===== src/rtl/netcmd_pkg.sv =====
package netcmd_pkg;

    typedef enum logic [2:0] {
        OP_NONE   = 3'd0,
        OP_TX_OFF = 3'd1,
        OP_RX_OFF = 3'd2,
        OP_TX_ON  = 3'd3,
        OP_RX_ON  = 3'd4
    } op_e;

    typedef struct packed {
        op_e        op;
        logic       bcast;
        logic       half;
        logic [1:0] page;
    } cmd_t;

    localparam logic [7:0] CODE_TX_OFF = 8'h01;
    localparam logic [7:0] CODE_RX_OFF = 8'h02;
    localparam logic [2:0] TAG_TX_ON   = 3'b011;
    localparam logic [2:0] TAG_RX_ON   = 3'b100;

    function automatic cmd_t decode_cmd(input logic [7:0] code);
        cmd_t c;
        c.op    = OP_NONE;
        c.bcast = code[7];
        c.half  = code[5];
        c.page  = code[4:3];
        if (code == CODE_TX_OFF)
            c.op = OP_TX_OFF;
        else if (code == CODE_RX_OFF)
            c.op = OP_RX_OFF;
        else if (code[7:6] == 2'b00 && code[2:0] == TAG_TX_ON)
            c.op = OP_TX_ON;
        else if (code[6] == 1'b0 && code[2:0] == TAG_RX_ON)
            c.op = OP_RX_ON;
        return c;
    endfunction

endpackage


===== src/rtl/netcmd_decode.sv =====
module netcmd_decode
    import netcmd_pkg::*;
#(
    parameter int ADDR_W     = 11,
    parameter int PAGE_SHIFT = 9
) (
    input  logic              wr,
    input  logic [7:0]        data,
    output op_e               op,
    output logic              bcast,
    output logic [ADDR_W-1:0] base
);
    cmd_t cmd;

    always_comb begin
        cmd   = decode_cmd(data);
        op    = wr ? cmd.op : OP_NONE;
        bcast = cmd.bcast;
        base  = (ADDR_W'(cmd.page) << PAGE_SHIFT)
              | (ADDR_W'(cmd.half) << (PAGE_SHIFT - 1));
    end
endmodule


===== src/rtl/netcmd_tx_ctl.sv =====
module netcmd_tx_ctl
    import netcmd_pkg::*;
#(
    parameter int ADDR_W = 11
) (
    input  logic              clk,
    input  logic              rst,
    input  op_e               op,
    input  logic [ADDR_W-1:0] base_in,
    input  logic              token_in,
    input  logic              tx_done,
    input  logic              ack_in,
    output logic              tx_avail,
    output logic              tx_acked,
    output logic              tx_req,
    output logic [ADDR_W-1:0] tx_base
);
    logic armed;
    logic cancel;

    always_ff @(posedge clk) begin
        if (rst) begin
            armed    <= 1'b0;
            cancel   <= 1'b0;
            tx_req   <= 1'b0;
            tx_avail <= 1'b1;
            tx_acked <= 1'b0;
            tx_base  <= '0;
        end else begin
            // token events first; a command in the same cycle overrides
            if (token_in) begin
                if (cancel) begin
                    armed  <= 1'b0;
                    cancel <= 1'b0;
                    if (!tx_req)
                        tx_avail <= 1'b1;
                end else if (armed) begin
                    armed  <= 1'b0;
                    tx_req <= 1'b1;
                end
            end
            if (tx_req && ack_in)
                tx_acked <= 1'b1;
            if (tx_req && tx_done) begin
                tx_req   <= 1'b0;
                tx_avail <= 1'b1;
            end
            case (op)
                OP_TX_ON: begin
                    armed    <= 1'b1;
                    cancel   <= 1'b0;
                    tx_avail <= 1'b0;
                    tx_acked <= 1'b0;
                    tx_base  <= base_in;
                end
                OP_TX_OFF: cancel <= 1'b1;
                default: ;
            endcase
        end
    end
endmodule


===== src/rtl/netcmd_rx_ctl.sv =====
module netcmd_rx_ctl
    import netcmd_pkg::*;
#(
    parameter int ADDR_W = 11
) (
    input  logic              clk,
    input  logic              rst,
    input  op_e               op,
    input  logic              bcast_in,
    input  logic [ADDR_W-1:0] base_in,
    input  logic              token_in,
    input  logic              rx_active,
    input  logic              rx_done,
    output logic              rx_inhib,
    output logic              rx_en,
    output logic              rx_bcast,
    output logic [ADDR_W-1:0] rx_base
);
    logic cancel;

    always_ff @(posedge clk) begin
        if (rst) begin
            cancel   <= 1'b0;
            rx_inhib <= 1'b1;
            rx_bcast <= 1'b0;
            rx_base  <= '0;
        end else begin
            if (rx_done && !rx_inhib) begin
                rx_inhib <= 1'b1;
                cancel   <= 1'b0;
            end
            // a cancel waits for a token seen while nothing is arriving
            if (token_in && cancel && !rx_active) begin
                rx_inhib <= 1'b1;
                cancel   <= 1'b0;
            end
            case (op)
                OP_RX_ON: begin
                    rx_inhib <= 1'b0;
                    cancel   <= 1'b0;
                    rx_bcast <= bcast_in;
                    rx_base  <= base_in;
                end
                OP_RX_OFF: cancel <= 1'b1;
                default: ;
            endcase
        end
    end

    assign rx_en = ~rx_inhib;
endmodule


===== src/rtl/netcmd_ctrl.sv =====
module netcmd_ctrl
    import netcmd_pkg::*;
#(
    parameter int BUF_BYTES = 2048,
    parameter int PAGES     = 4,
    parameter int ADDR_W    = $clog2(BUF_BYTES)
) (
    input  logic              clk,
    input  logic              rst,
    input  logic              host_wr,
    input  logic [7:0]        host_data,
    input  logic              token_in,
    input  logic              rx_active,
    input  logic              rx_done,
    input  logic              tx_done,
    input  logic              ack_in,
    output logic              tx_avail,
    output logic              tx_acked,
    output logic              rx_inhib,
    output logic              tx_req,
    output logic [ADDR_W-1:0] tx_base,
    output logic              rx_en,
    output logic [ADDR_W-1:0] rx_base,
    output logic              rx_bcast
);
    localparam int PAGE_SHIFT = $clog2(BUF_BYTES / PAGES);

    op_e               op;
    logic              bcast;
    logic [ADDR_W-1:0] base;

    netcmd_decode #(.ADDR_W(ADDR_W), .PAGE_SHIFT(PAGE_SHIFT)) u_dec (
        .wr    (host_wr),
        .data  (host_data),
        .op    (op),
        .bcast (bcast),
        .base  (base)
    );

    netcmd_tx_ctl #(.ADDR_W(ADDR_W)) u_tx (
        .clk      (clk),
        .rst      (rst),
        .op       (op),
        .base_in  (base),
        .token_in (token_in),
        .tx_done  (tx_done),
        .ack_in   (ack_in),
        .tx_avail (tx_avail),
        .tx_acked (tx_acked),
        .tx_req   (tx_req),
        .tx_base  (tx_base)
    );

    netcmd_rx_ctl #(.ADDR_W(ADDR_W)) u_rx (
        .clk       (clk),
        .rst       (rst),
        .op        (op),
        .bcast_in  (bcast),
        .base_in   (base),
        .token_in  (token_in),
        .rx_active (rx_active),
        .rx_done   (rx_done),
        .rx_inhib  (rx_inhib),
        .rx_en     (rx_en),
        .rx_bcast  (rx_bcast),
        .rx_base   (rx_base)
    );
endmodule


===== config.mk =====
export PLATFORM = sky130hd
export DESIGN_NAME = netcmd_ctrl
export DESIGN_NICKNAME = d
export VERILOG_FILES = /design/src/rtl/netcmd_pkg.sv /design/src/rtl/netcmd_decode.sv /design/src/rtl/netcmd_tx_ctl.sv /design/src/rtl/netcmd_rx_ctl.sv /design/src/rtl/netcmd_ctrl.sv
export SDC_FILE = /design/constraint.sdc
export NUM_CORES = 1
export LEC_CHECK = 0
export ABC_AREA = 1
export BUFFER_PORTS_ARGS = -buffer_cell sky130_fd_sc_hd__buf_2
export CELL_PAD_IN_SITES_DETAIL_PLACEMENT = 1
export CELL_PAD_IN_SITES_GLOBAL_PLACEMENT = 2
export CORE_ASPECT_RATIO = 0.6
export CORE_UTILIZATION = 21
export DETAILED_ROUTE_END_ITERATION = 16
export PLACE_DENSITY_LB_ADDON = 0.3
export SETUP_SLACK_MARGIN = 0.05
export SKIP_CTS_REPAIR_TIMING = 1
export SYNTH_ARGS = -nofsm -noshare
export SYNTH_HDL_FRONTEND = slang
export SYNTH_SLANG_ARGS = --single-unit

===== constraint.sdc =====
create_clock -name clk -period 0.9 [get_ports clk]
set_input_delay 0.18 -clock clk [delete_from_list [all_inputs] [get_ports clk]]
set_output_delay 0.18 -clock clk [all_outputs]
set_load 0.01 [all_outputs]

After elaboration in Yosys (flattened, before gate mapping)
Cells that the tools add are included.

Bits in registers: 30. Word-level logic and storage cells: 62. Bits of input ports: 16.

Reductions and logical operators: 20. Bitwise logic cells: 4. Equal/unequal tests: 9. Mux-type cells: 19.

Operators by type and width (count): $mux 3 (5); $mux 1 (12); $reduce_bool 3->1 (4); $or 11x9->11 (1); $eq 3x2->1 const B (3); $eq 8x1->1 const B (1); $eq 8x2->1 const B (1); $logic_and 1x1->1 (7); $eq 3x3->1 const B (2); $reduce_and 3->1 (2); $pmux 1 s2 (2); $reduce_bool 4->1 (1); $reduce_or 2->1 (2); $eq 3x1->1 const B (1); $ne 3x3->1 const B (1); $not 1->1 (3); $logic_not 1->1 (2); $logic_not 2->1 (1); $reduce_bool 2->1 (1).

Depth between registers and ports, before layout
Gate-level depths: netlist of run 1.

Word-level depth: 10. Depth in mapped cells: 6. Depth with buffers taken out: 6.

Hierarchy
A second synthesis of run 1 with hierarchy kept.

Cells, all modules: 205. Area total of the unflattened synthesis: 1378.8 um^2.

By module, submodules not included: netcmd_tx_ctl (times used 1, area each 658.1 um^2, cells each 99, seq. area each 320.3 um^2); netcmd_rx_ctl (times used 1, area each 523.0 um^2, cells each 68, seq. area each 280.3 um^2); netcmd_decode (times used 1, area each 197.7 um^2, cells each 38, seq. area each 0.0 um^2).

Least setup slack after synthesis of run 1
OpenSTA, ideal clock, no wires.

Path kind: register to register. Start: reg u_tx.tx_req. End: reg u_tx.tx_avail. Setup time: 119 ps. Arrival time: 728 ps. Period minus slack after synthesis: 847 ps. Buffers on the path: 0. Path slack: 53 ps. Data required time: 781 ps. Stages on the path, launching flop included: 6. Path through: dfxtp_1 > inv_1 > nand3_1 > nand2_1 > o21ai_0 > nand2_1.

Word-level cells in the longest chain between the ends: 3. Elaborated cells between the ends (all ways): 7.

Ends and longest elaborated chain: start, declared (line netcmd_tx_ctl.sv:15) `output logic tx_req,`; start signal, assigned (line netcmd_tx_ctl.sv:25) `tx_req <= 1'b0;`; start signal, assigned (line netcmd_tx_ctl.sv:39) `tx_req <= 1'b1;`; start signal, assigned (line netcmd_tx_ctl.sv:45) `tx_req <= 1'b0;`; $logic_and 1x1->1 (line netcmd_tx_ctl.sv:44) `if (tx_req && tx_done) begin`; $ne 3x3->1 (no source line), or another cell as far along; $reduce_and 3->1 (no source line) or $mux 1 (tied branches); end signal, assigned (line netcmd_tx_ctl.sv:36) `tx_avail <= 1'b1;`; end signal, assigned (line netcmd_tx_ctl.sv:46) `tx_avail <= 1'b1;`; end signal, assigned (line netcmd_tx_ctl.sv:52) `tx_avail <= 1'b0;`; end, declared (line netcmd_tx_ctl.sv:13) `output logic tx_avail,`.

Several ways; a longest one is shown, not always the timed one. A chain may end at the register's enable or synchronous reset.

Final worst setup path of run 1
Start: reg u_rx.rx_inhib. End: out rx_en.

Word-level cells in the longest chain between the ends: 1.

Ends and longest elaborated chain: start, declared (line netcmd_rx_ctl.sv:14) `output logic rx_inhib,`; start signal, assigned (line netcmd_rx_ctl.sv:24) `rx_inhib <= 1'b1;`; start signal, assigned (line netcmd_rx_ctl.sv:29) `rx_inhib <= 1'b1;`; start signal, assigned (line netcmd_rx_ctl.sv:34) `rx_inhib <= 1'b1;`; $not 1->1 (line netcmd_rx_ctl.sv:50) `assign rx_en = ~rx_inhib;`; end, declared (line netcmd_ctrl.sv:22) `output logic rx_en,`.

No other way between the ends.

==> results.toml, run 1 <==
[yosys]
synthCells = 105
ys.flop_type = "dfxtp_1"
synth_top_family_by_area = "simple AND/OR/NAND/NOR gates"
synth_most_common_cell = "nand2_1"
synth_xor_area_share_pct = 0
netlist.area_leader.share_pct = 36.5
syn_area_per_cell_um2 = 7.32
yosysWarnings = 0
ys_types = 18
synth-edff-count = 0
synthSimpleGateAreaFrac_pct = 28.7
async_flop_share_pct = 0
synth.cell_area_um2 = 768
synthMuxAreaShare_pct = 0
synth-seq-cells = 14
synth_common_cells = "nand2_1 (18), buf_4 (16), dfxtp_1 (14), a21oi_1 (12), inv_1 (12)"
synth_compound_area_share_pct = 11.1
synth_area_leaders = "dfxtp_1 (36%), buf_4 (16%), nand2_1 (8.8%)"
yosys.area.top_type = "dfxtp_1"
ys_seq_area_share_pct = 36.5
synth-adder-area-share_pct = 0

[clocking]
cts_buffer_depth = 2
clk_pin_slew_worst_paths_ns = 0.06
htree_levels = 1
cts_buffers = 3
root_buffer = "clkbuf_8"
clk_latency_ns = 0.24
cts_sinks = 14
cts_tree = "yes"

[routing]
drt_iter0_drc = 7
wirelength_um = 1940
vias = 722
vias_per_cell = 3.90
antenna_left = 0
dr.pass1.iters = 4
wl_per_cell_um = 10.5
route.detailed.drc = 0

[power_and_ir_drop]
p_sw_share_pct = 24.2
cellInternalPower_w = 0.00109
ir_drop_v = 0.000534
p_sw_w = 0.000347
power_density_mw_per_mm2 = 1320
comb_power_share_pct = 13.3
p_leak_nw = 0.502
p_total_w = 0.00143
p_seq_share_pct = 44.0
p_clk_share_pct = 42.7

[layout]
antenna_cells = 0
nets = 157
register_area_um2 = 298
synthToLayoutAreaGrowth_pct = 41.9
fillers = 415
multi_input_area_um2 = 375
drive_gt1_share_pct = 43.6

[sta]
setup_ws_ns = -0.0135
slew_viol_final = 0
period_needed_ns = 0.914
skew_ns = 0.000453
fmax_mhz = 1090
hold_viol = 0
hold_ws_ns = 0.167
min_period_over_period_pct = 102
rsz0062_at_grt = "yes"
setup_violations = 2

[global_routing]
grt_pass1_wl_um = 2970
gr-usage-met3_pct = 4.67
met2_usage_pct = 13.8
grt_overflow_total = 0
grt.busiest_layer = "met1"
grt_start_max_net_pins = 11
grt_use_total_pct = 10.1
grt_pass1_vias = 643
antenna_found_initial = 0
met1_usage_pct = 14.3

[floorplan]
initial_utilization_pct = 22.8
core-area_mm2 = 0.00336
die_w_um = 80.1
row_count = 16
die_h_um = 48.9
io_pins = 44
dieArea_mm2 = 0.00391

[worst_hold_path]
hold_path.class = "in2reg"
hold_start = "rst"

[place]
gp_congestion = 0.775
portBuffers = 27
hpwl_um = 1570

[status]
status = "finished, violations left"
violations = "setup timing"

[critical_path]
worstPathRequired_ns = 0.72
cp_max_fo = 3
startpoint_type = "flip-flop"
cp.arrival_ns = 0.73
r2r-start = "u_rx.cancel"
endpoint_kind = "primary output"
critical_path_class = "reg2out"
crit_start = "u_rx.rx_inhib"

[job]
max_cap_violations = 0
## state kept, by name, indices dropped and copies added, names as in the netlist
register / flops
u_tx.tx_req: 1
u_rx.cancel: 1
u_tx.armed: 1
u_rx.rx_bcast: 1
u_rx.rx_inhib: 1
u_tx.tx_base: 3
u_tx.tx_acked: 1
u_tx.tx_avail: 1
u_tx.cancel: 1
u_rx.rx_base: 3
## layer usage
layer	wire, um	vias to the layer above	part of all wire [%]
met2	840	20	43
met1	969	330	50
met3	116	2	6.0
met5	0	-	0
li1	-	370	-
met4	11	0	0.57
## final cells by class
cell class                 instances  share of cell area, %
multi-input combinational         75                   34.4
sequential                        14                   27.3
timing repair buffer              34                   23.5
tap                               45                   5.17
clock buffer                       4                   5.05
inverter                          13                   4.48
## cell families (layout without fill, tap and decap cells)
family	after synthesis	in the layout
other	1	16
buffers and inverters	31	51
flip-flops	14	14
AND/OR/NAND/NOR	42	42
AO/OA/AOI/OAI	17	17
## layout by cell type, fill, tap and decap left out
cell / count
buf_6: 11
conb_1: 16
nor2_4: 3
nand3_2: 2
and2_1: 1
dfxtp_1: 2
dfxtp_4: 1
a21oi_1: 12
nand2_1: 17
nand2_2: 1
nand3b_1: 1
dfxtp_2: 11
nand4_1: 4
nand3_1: 2
clkbuf_8: 4
nor2_1: 9
inv_1: 10
nand3_4: 1
buf_2: 16
inv_2: 3
o21ai_1: 5
nor2_2: 1
buf_4: 7
## path summary, 6_finish.rpt
kind / end / slack [ns] / cells after the start
max: rx_en / -0.01 / 2
min: u_tx.tx_base[8] / 0.17 / 2
max reg2reg: u_rx.rx_inhib / 0.09 / 6
min reg2reg: u_tx.tx_req / 0.45 / 2
## through the flow
step | instances | setup WS, ns | util, % | area, um^2 | TNS (ns)
after floorplan | 120 | 0.0533 | - | 825 | 0
after global placement | 179 | -0.0488 | 27.5 | 923 | -0.260
after detailed placement | 179 | -0.0850 | 27.5 | 923 | -0.523
after CTS | 183 | -0.0781 | 29.1 | 978 | -0.184
after global routing | 185 | -0.0466 | 32.4 | 1090 | -0.112
final | 185 | -0.0135 | 32.4 | 1090 | -0.0161
## worst max-delay path: stages (launching register included)
cell and delay [ns]:
dfxtp_2 0.34, inv_2 0.04, buf_6 0.11
## power by group through the flow
stage / clock (W) / sequential, W / combinational, W
finish: 0.000612 / 0.000631 / 0.000190
global route: 0.000670 / 0.000631 / 0.000214
CTS: 0.000633 / 0.000631 / 0.000179
detailed placement: 0 / 0.000645 / 0.000179
global placement: 0 / 0.000644 / 0.000176
floorplan: 0 / 0.000648 / 0.000144
Note: power is estimated with default switching activity, not from simulation.
==> run 2, diff against run 1 <==
Settings changed: ABC_AREA 1 to not set, CORE_UTILIZATION 21 to 23, RECOVER_POWER set to 100.
==> run 2 against run 1 <==
Against the previous run: the flow still finishes with violations (setup timing); synthesized cell count fell by 20%; sequential share of layout area fell by 2.2 points; first-iteration DRC count rose to 5.0 times the previous value; hold slack improved by 0.035 ns; clock skew barely moved; final cell count fell by 8.6%; highest routed layer unchanged; setup slack got worse by 0.055 ns; register-to-register slack got worse by 0.10 ns; fmax fell by 5.6%; largest power group unchanged; die area fell by 8.4%.
==> results.toml, run 2 <==
[clocking]
cts_buffer_depth = 2
cts_buffers = 3
htree_levels = 1
clk_latency_ns = 0.25
cts_tree = "yes"
cts_sinks = 14
clk_pin_slew_worst_paths_ns = 0.06
root_buffer = "clkbuf_8"

[layout]
antenna_cells = 0
reg_top3 = "u_rx.rx_base x3, u_tx.tx_base x3"
post-route-util_pct = 39.1
final_cell_mix = "conb_1 (16), buf_4 (15), nand2b_1 (13), buf_2 (13), buf_6 (13)"
synthToLayoutAreaGrowth_pct = 53.9
drive_gt1_share_pct = 51.2
final_area_mm2 = 0.00118
nets = 144
layout_commonest_cell = "conb_1"
fillers = 361

[routing]
vias_per_cell = 4.03
wirelength_um = 2040
dr.pass1.iters = 2
drt_iter0_drc = 35
route.detailed.drc = 0
vias = 681
antenna_left = 0
wl_per_cell_um = 12.1

[sta]
period_needed_ns = 0.968
slew_viol_final = 0
skew_ns = 0.000346
setup_violations = 4
setup_ws_ns = -0.0681
hold_viol = 0
rsz0062_at_grt = "yes"
final.setup.tns_ns = -0.106
fmax_mhz = 1030
min_period_over_period_pct = 108

[floorplan]
dieArea_mm2 = 0.00358
row_count = 15
die_w_um = 76.6
initial_utilization_pct = 25.4
core-area_mm2 = 0.00302
die_h_um = 46.8
io_pins = 44

[status]
violations = "setup timing"
status = "finished, violations left"

[yosys]
synth.cell_area_um2 = 768
ys.flop_type = "dfxtp_1"
ys_seq_area_share_pct = 36.5
syn_area_per_cell_um2 = 9.15
synth_most_common_cell = "buf_4"
ys_types = 27
async_flop_share_pct = 0
synth_area_leaders = "dfxtp_1 (36%), buf_4 (16%), nand2b_1 (11%)"
yosys.area.top_type = "dfxtp_1"
synth-seq-cells = 14
synth_common_cells = "buf_4 (16), dfxtp_1 (14), nand2b_1 (13), mux2i_1 (7), a21oi_1 (4)"
yosysWarnings = 0
synthCells = 84
synth-edff-count = 0
netlist.area_leader.share_pct = 36.5

[global_routing]
grt_pass1_wl_um = 3060
antenna_found_initial = 0
grt_overflow_total = 0
grt_pass1_vias = 647
grt_start_max_net_pins = 13
grt_use_total_pct = 11.9

[place]
post_dp_cell_area_um2 = 963
place_ws_ns = -0.217
gp_congestion = 0.811
hpwl_um = 1560
portBuffers = 27

[power_and_ir_drop]
power_density_mw_per_mm2 = 1230
p_leak_nw = 0.548
ir_drop_v = 0.000453

[job]
max_cap_violations = 0

[critical_path]
startpoint_type = "flip-flop"
critical_path_class = "reg2out"
cp.arrival_ns = 0.79
worstPathRequired_ns = 0.72
endpoint_kind = "primary output"
cp_max_fo = 2

[worst_hold_path]
hold_path.class = "in2reg"
==> run 2: changes by cell type after synthesis, moves of 4 or more <==
cell	change
nand2b_1	+13
mux2i_1	+7
a21oi_1	-8
o21ai_1	-4
inv_1	-9
nor2_1	-8
nand2_1	-16
==> run 2: through the flow <==
| stage | hold WS (ns) | instances | power [W] |
|---|---|---|---|
| after floorplan | 0.279 | 99 | 0.000773 |
| after global placement | 0.460 | 160 | 0.000809 |
| after detailed placement | 0.463 | 160 | 0.000815 |
| after CTS | 0.200 | 164 | 0.00145 |
| after global routing | 0.217 | 169 | 0.00154 |
| final | 0.202 | 169 | 0.00145 |
==> run 2: cell type report <==
cell class / instances / area, um^2 / area share, %
Inverter: 3 / 11.3 / 0.952
Tap cell: 42 / 52.6 / 4.44
Sequential cell: 14 / 297 / 25.1
Clock buffer: 4 / 55.1 / 4.66
Multi-Input combinational cell: 63 / 413 / 34.9
Timing Repair Buffer: 43 / 354 / 29.9
==> run 2: metal layers <==
metal	vias up	wire [um]	track usage, %
met5	-	0	0
met4	0	37	5.38
met3	4	108	4.85
met2	23	908	18.9
met1	313	983	14.7
li1	341	-	-
==> run 2: cells by family (layout without fill, tap and decap cells) <==
logic type             after synthesis  in the layout  synth area share, %
AO/OA/AOI/OAI                       11             11                 10.4
buffers and inverters               22             50                 18.7
flip-flops                          14             14                 36.5
multiplexers                         7              7                 9.12
other                                1             16                0.488
AND/OR/NAND/NOR                     29             29                 24.8
==> run 2: final timing paths <==
path,start,to,slack [ns],cells after the start
hold reg to reg,u_tx.armed,u_tx.armed,0.48,2
setup reg to reg,u_rx.rx_inhib,u_rx.cancel,-0.01,3
setup / recovery,u_rx.rx_inhib,rx_inhib,-0.07,2
hold / removal,rx_done,u_rx.rx_inhib,0.20,3
==> run 2: power by group <==
part	total (W)	internal, W	switching (W)	leakage, nW
Clock	0.000623	0.000388	0.000235	0.0288
Combinational	0.000200	0.0000985	0.000102	0.403
Sequential	0.000627	0.000623	0.00000418	0.117
==> run 2: worst max-delay path, stage by stage, from the launching register on <==
cell and delay, ns:
dfxtp_2 0.33, buf_6 0.11, buf_6 0.11
